[src/rtl/ccd_line_framer.sv]
module ccd_line_framer #(
  parameter int DW        = 12,
  parameter int LINE_LEN  = 2094,
  parameter int PRE_LEN   = 32,
  parameter int EFF_LEN   = 2048,
  parameter int BLK_START = 2,
  parameter int BLK_SHIFT = 3
) (
  input  logic          clk,
  input  logic          rst_n,
  input  logic          pix_valid,
  input  logic          line_start,
  input  logic [DW-1:0] g_in,
  input  logic [DW-1:0] rb_in,
  output logic          g_valid,
  output logic [DW-1:0] g_data,
  output logic          g_sol,
  output logic          g_eol,
  output logic          r_valid,
  output logic [DW-1:0] r_data,
  output logic          r_sol,
  output logic          r_eol,
  output logic          b_valid,
  output logic [DW-1:0] b_data,
  output logic          b_sol,
  output logic          b_eol,
  output logic          frame_err
);
  localparam int CW = $clog2(LINE_LEN + 1);
  localparam int SW = DW + BLK_SHIFT;
  localparam logic [CW-1:0] LAST_POS = CW'(LINE_LEN);
  localparam logic [CW-1:0] BLK_LO   = CW'(BLK_START);
  localparam logic [CW-1:0] BLK_HI   = CW'(BLK_START + (1 << BLK_SHIFT) - 1);
  localparam logic [CW-1:0] EFF_LO   = CW'(PRE_LEN);
  localparam logic [CW-1:0] EFF_HI   = CW'(PRE_LEN + EFF_LEN - 1);
  localparam logic [CW-1:0] K_LAST   = CW'(EFF_LEN - 1);
  localparam logic [CW-1:0] K_PENULT = CW'(EFF_LEN - 2);

  logic [CW-1:0] cnt;
  logic          active;
  logic [SW-1:0] g_sum, rb_sum;
  logic [DW-1:0] g_blk, rb_blk;

  wire [CW-1:0] idx    = line_start ? '0 : cnt;
  wire          take   = pix_valid && (line_start || (active && cnt < LAST_POS));
  wire          in_blk = idx >= BLK_LO && idx <= BLK_HI;
  wire          is_eff = take && idx >= EFF_LO && idx <= EFF_HI;
  wire [CW-1:0] k      = idx - EFF_LO;

  wire [SW-1:0] g_acc  = g_sum + SW'(g_in);
  wire [SW-1:0] rb_acc = rb_sum + SW'(rb_in);
  wire [DW:0]   g_dif  = {1'b0, g_in} - {1'b0, g_blk};
  wire [DW:0]   rb_dif = {1'b0, rb_in} - {1'b0, rb_blk};
  wire [DW-1:0] g_cor  = g_dif[DW]  ? '0 : g_dif[DW-1:0];
  wire [DW-1:0] rb_cor = rb_dif[DW] ? '0 : rb_dif[DW-1:0];

  always_ff @(posedge clk or negedge rst_n) begin
    if (!rst_n) begin
      cnt       <= '0;
      active    <= 1'b0;
      frame_err <= 1'b0;
    end else if (take) begin
      cnt    <= idx + 1'b1;
      active <= 1'b1;
      if (line_start && active && cnt != LAST_POS) frame_err <= 1'b1;
    end
  end

  always_ff @(posedge clk or negedge rst_n) begin
    if (!rst_n) begin
      g_sum  <= '0;
      rb_sum <= '0;
      g_blk  <= '0;
      rb_blk <= '0;
    end else if (take && in_blk) begin
      g_sum  <= (idx == BLK_LO) ? SW'(g_in)  : g_acc;
      rb_sum <= (idx == BLK_LO) ? SW'(rb_in) : rb_acc;
      if (idx == BLK_HI) begin
        g_blk  <= g_acc[SW-1:BLK_SHIFT];
        rb_blk <= rb_acc[SW-1:BLK_SHIFT];
      end
    end
  end

  always_ff @(posedge clk or negedge rst_n) begin
    if (!rst_n) begin
      {g_valid, g_sol, g_eol} <= '0;
      {r_valid, r_sol, r_eol} <= '0;
      {b_valid, b_sol, b_eol} <= '0;
      g_data <= '0;
      r_data <= '0;
      b_data <= '0;
    end else begin
      g_valid <= is_eff;
      g_sol   <= is_eff && k == '0;
      g_eol   <= is_eff && k == K_LAST;
      r_valid <= is_eff && !k[0];
      r_sol   <= is_eff && k == '0;
      r_eol   <= is_eff && k == K_PENULT;
      b_valid <= is_eff && k[0];
      b_sol   <= is_eff && k == CW'(1);
      b_eol   <= is_eff && k == K_LAST;
      if (is_eff) begin
        g_data <= g_cor;
        if (k[0]) b_data <= rb_cor;
        else      r_data <= rb_cor;
      end
    end
  end
endmodule

[config.mk]
export PLATFORM = sky130hd
export DESIGN_NAME = ccd_line_framer
export DESIGN_NICKNAME = d
export VERILOG_FILES = /design/src/rtl/ccd_line_framer.sv
export SDC_FILE = /design/constraint.sdc
export NUM_CORES = 1
export LEC_CHECK = 0
export BUFFER_PORTS_ARGS = -buffer_cell sky130_fd_sc_hd__buf_2
export CAP_MARGIN = 40
export CORE_MARGIN = 3
export CORE_UTILIZATION = 50
export CTS_CLUSTER_DIAMETER = 30
export DETAILED_ROUTE_END_ITERATION = 6
export GPL_ROUTABILITY_DRIVEN = 0
export HOLD_SLACK_MARGIN = 0.06
export PLACE_DENSITY = 0.69
export SYNTH_ARGS = -nofsm -noshare
export SYNTH_HDL_FRONTEND = slang
export SYNTH_SLANG_ARGS = --single-unit
[constraint.sdc]
create_clock -name clk -period 5.8 [get_ports clk]
set_clock_uncertainty 0.15 [all_clocks]
set_input_delay 0.58 -clock clk [delete_from_list [all_inputs] [get_ports clk]]
set_output_delay 0.58 -clock clk [all_outputs]
set_load 0.01 [all_outputs]
# Word level (Yosys, flattened, before mapping)
# Cells that the tools add are included.
# W data, S select, Z words.
# classes
add_sub_neg	6
magnitude_cmp	5
n_eq_ne	6
mux	5
bitwise_logic	1
reduce_logical	21
# op_table
cell	n
$mux W12	3
$add A15 B12 Y15	2
$mux W15	2
$sub A12 B12 Y13	2
$eq A12 B11 Y1 const B	2
$logic_and A1 B1 Y1	14
$add A12 B1 Y12 const B	1
$eq A12 B1 Y1 const B	1
$eq A12 B2 Y1 const B	1
$eq A12 B4 Y1 const B	1
$ge A12 B2 Y1 const B	1
$ge A12 B6 Y1 const B	1
$le A12 B12 Y1 const B	1
$le A12 B4 Y1 const B	1
$logic_not A12 Y1	1
$lt A12 B12 Y1 const B	1
$ne A12 B12 Y1 const B	1
$sub A12 B6 Y12 const B	1
$reduce_and A2 Y1	4
$logic_not A1 Y1	1
$logic_or A1 B1 Y1	1
$not A1 Y1	1
# word_totals
register_bits	111
inputBits	28
output_inout_bits	46
word_cells	61

# Logic depth before layout (Yosys ltp)
# logic_depth
depth_word	7
mapped_depth	12
ltp_nobuf	11

# Worst setup path after synthesis
# Ideal clock, no wire load.
# synth_path
path_kind	input port to flip-flop
start	input rb_in[0]
end	register rb_blk[7]
t_arrival_ns	2.767
slack_ns	2.759
path_stages	8
path_buffers	0
cell_sequence	ha_1 fa_1 a21oi_1 o21ai_0 a2111oi_0 o31ai_1 xor2_1 mux2_2
# synth_via
elab_chain_cells	1
# synth_lines
element	line_no	source
start: declaration	14	input logic [DW-1:0] rb_in,
$add A15 B12 Y15	51	wire [SW-1:0] rb_acc = rb_sum + SW'(rb_in);
end signal: assignment	80	rb_blk <= rb_acc[SW-1:BLK_SHIFT];
end: declaration	42	logic [DW-1:0] g_blk, rb_blk;
# No other way between the ends.
# A chain may end at the register's enable or synchronous reset.

# Worst setup path in the final report
# layout_path
start	input rb_in[0]
end	register b_data[9]
# layout_via
elab_chain_cells	2
# layout_lines
element	line_no	source
$sub A12 B12 Y13	53	wire [DW:0] rb_dif = {1'b0, rb_in} - {1'b0, rb_blk};
$mux W12	55	wire [DW-1:0] rb_cor = rb_dif[DW] ? '0 : rb_dif[DW-1:0];
end signal: assignment	105	if (k[0]) b_data <= rb_cor;
end: declaration	24	output logic [DW-1:0] b_data,
# No other way between the ends.

==> impl_metrics.toml <==
[cts]
clk_latency_ns = 0.36
cts_hold_buf = 0
post_cts_buffers = 0
cts_tree = "done"
clkTransAtPathRegs_ns = 0.07
cts.path.max_buffers = 2
cts_root_buf = "clkbuf_16"
cts_sinks = 111
ctsResizeCount = 0
numCtsBuffers = 9
cts_max_level = 3

[yosys]
synth_edf_count = 0
synth_top_area_share = 0.3882
postSynthNetCount = 886
ys.flop_type = "dfrtp_1"
syn-cell-area_um2 = 7154
ys_top_cells_by_area = "dfrtp_1 39%, ha_1 9.3%, a21oi_1 5.3%"
yosysWarnings = 0
postSynthAreaPerCell_um2 = 8.932
yosysTopAreaCell = "dfrtp_1"
ys_types = 64
async_reset_ff_frac = 1.000
synth_seq_cells = 111
ys_seq_area_frac = 0.3882
synthCells = 801

[finish]
drive_above_1_share = 0.1478
fillerInstances = 1268
syn2layout_area_growth_pct = 10.90
antenna-diode-count = 0
finish.net_count = 946

[sta]
hold_viol_final = 0
tns_ns = 0
finalWorstSetupSlack_ns = 2.571
rsz0062_at_grt = "no"
finalSetupViolCount = 0
fin_crit_ns = 3.229
maxSlewViolCount = 0
worst_slew_pin_slew_ns = 0.8404
slew_headroom = 0.4397
fmax_mhz = 309.7
fin_crit_sh = 0.5568

[run]
max_cap_viol_count = 0

[critical_path]
slowest_delay_ns = 0.65
startpoint_type = "input pin"
crit_type = "in2reg"
crit_required_ns = 5.89
cpMostUsedCell = "inv_1"
cp-end-kind = "flip-flop"
critPathBufInv = 3
cp_top_family = "compound AO/OA/AOI/OAI gates"
arrival_ns = 3.32
path_cells = "buf_2, inv_1, ha_1, inv_1, fa_1, a21oi_1, nor2_1, or3_1, and2_1, a221oi_4, a31oi_1, mux2_2"
worst_path_max_delay_cell = "a221oi_4"
crit_fanout = 18

[floorplanning]
fp.dieW_um = 125.6
dieHeight_um = 125.6
row_count = 43
ios = 74
core_area_um2 = 13930
die_area_um2 = 15780
start_util = 0.5134

[power_and_ir_drop]
power_density_nw_per_um2 = 408.9
p_leak_nw = 3.662
irDropWorstVdd_uv = 233.0

[global_route]
grt_usage = 0.2173
grt_pass1_wl_um = 28530
grt_overflow = 0
grt_antenna_before_repair = 0
grt_max_degree = 67
grt_pass1_vias = 5873

[drt]
ant_nets = 0
avgRoutedWirePerCell_um = 15.85
wl_um = 16580
drt_first_pass_iters = 5
drt_iter0_markers = 531
dr_total_vias = 6012
drc = 0
vias_per_cell = 5.748

[place]
dp_slack_ns = 2.226
dp_hpwl_um = 12150
portBuffers = 73

[min_path]
hp-class = "in2async"

[run_status]
status = "complete, no violations"
[registers in the layout, summed over array words and instances, names as in the netlist, 12 cells and up]
signal  flops
g_sum      15
rb_sum     15
b_data     12
cnt        12
g_blk      12
g_data     12
r_data     12
rb_blk     12
[stage by stage]
stage / cell area [um2] / hold WS [ns] / util / power (W) / std cells
2_1_floorplan: 7154 / 0.1344 / - / 0.002235 / 801
3_3_place_gp: 7645 / 0.3072 / 0.5486 / 0.002570 / 1029
3_5_place_dp: 7649 / 0.3063 / 0.5489 / 0.002636 / 1030
4_1_cts: 7934 / 0.2163 / 0.5694 / 0.003255 / 1046
5_1_grt: 7934 / 0.2574 / 0.5694 / 0.003517 / 1046
6_report: 7934 / 0.1764 / 0.5694 / 0.003244 / 1046
[cell usage after synthesis, drive strengths merged (2+ instances only)]
cell type    n
o41ai        2
nor2        64
fa           4
o21bai       5
mux2i        2
and3         9
mux2        15
xor2        13
a31o         4
nand3       17
a21oi       76
a22o        12
o21a         7
o22ai        5
nand4        8
or4b         2
nor2b       10
o311ai       3
a21o        13
clkbuf      18
o31ai       21
nand2       97
a211oi       3
dfrtp      111
xnor2       25
nand2b      13
o21ai       61
a211o        2
or3          4
ha          53
o211ai       5
nor4b        2
inv         49
a2111oi      2
nor3        18
a31oi       14
buf         12
nand3b       3
and2         6
[power breakdown]
part,leakage [nW],internal [W],total (W),switching (W)
combinational,2.11,0.000635,0.00149,0.000856
sequential,1.42,0.000998,0.00114,0.000145
clock,0.135,0.000317,0.000610,0.000293
[final timing paths]
kind                                        from               endpoint  slack [ns]  depth (start not counted)
max reg2reg                rb_blk[0]$_DFFE_PN0P_  b_data[9]$_DFFE_PN0P_        2.62                         10
min in group clk                       pix_valid    cnt[11]$_DFFE_PN0P_        0.28                          2
max                                     rb_in[0]  b_data[9]$_DFFE_PN0P_        2.57                         12
min                                        rst_n  b_data[1]$_DFFE_PN0P_        0.18                          1
max in group asynchronous                  rst_n  rb_blk[6]$_DFFE_PN0P_        4.19                          2
min reg2reg                frame_err$_DFFE_PN0P_  frame_err$_DFFE_PN0P_        0.32                          1
[cell type report]
| type | count | area (um2) | share of cell area |
|---|---|---|---|
| multi-input combinational | 610 | 4048 | 0.5102 |
| sequential | 111 | 2778 | 0.3501 |
| timing repair buffer | 79 | 409.1 | 0.05157 |
| clock buffer | 12 | 256.5 | 0.03233 |
| tap | 180 | 225.2 | 0.02839 |
| inverter | 50 | 188.9 | 0.02381 |
| clock inverter | 4 | 28.78 | 0.003627 |
[per-layer routing]
| layer | vias up | routed length (um) | GRT usage |
|---|---|---|---|
| met4 | 0 | 277 | 0.06633 |
| met5 | - | 0 | 0 |
| met1 | 2887 | 7646 | 0.2894 |
| met2 | 135 | 8055 | 0.3719 |
| met3 | 22 | 604 | 0.02757 |
| li1 | 2968 | - | - |
[kinds of logic after synthesis]
family / synth area share
adders and majority gates: 0.1039
buffers and inverters: 0.04687
AOI/OAI and AO/OA: 0.2214
DFF: 0.3882
xor gates and xnor gates: 0.04652
and+or+nand+nor: 0.1667
muxes: 0.02641
[layout by cell type (no fill, tap or decap), drive strengths merged, types with 5 or more instances in the layout]
cell type | Yosys | layout
a21oi | 76 | 76
nor2b | 10 | 10
nor3 | 18 | 18
nor2 | 64 | 64
nand2 | 97 | 97
a31oi | 14 | 14
and3 | 9 | 9
xor2 | 13 | 13
o21a | 7 | 7
o22ai | 5 | 5
and2 | 6 | 6
dfrtp | 111 | 111
a22o | 12 | 12
nand3 | 17 | 17
clkbuf | 18 | 12
a21o | 13 | 13
o211ai | 5 | 5
mux2 | 15 | 15
xnor2 | 25 | 25
nand2b | 13 | 13
o21bai | 5 | 5
inv | 49 | 50
ha | 53 | 53
o31ai | 21 | 21
buf | 12 | 79
o21ai | 61 | 61
nand4 | 8 | 8
Power figures use the tool's default switching activity.
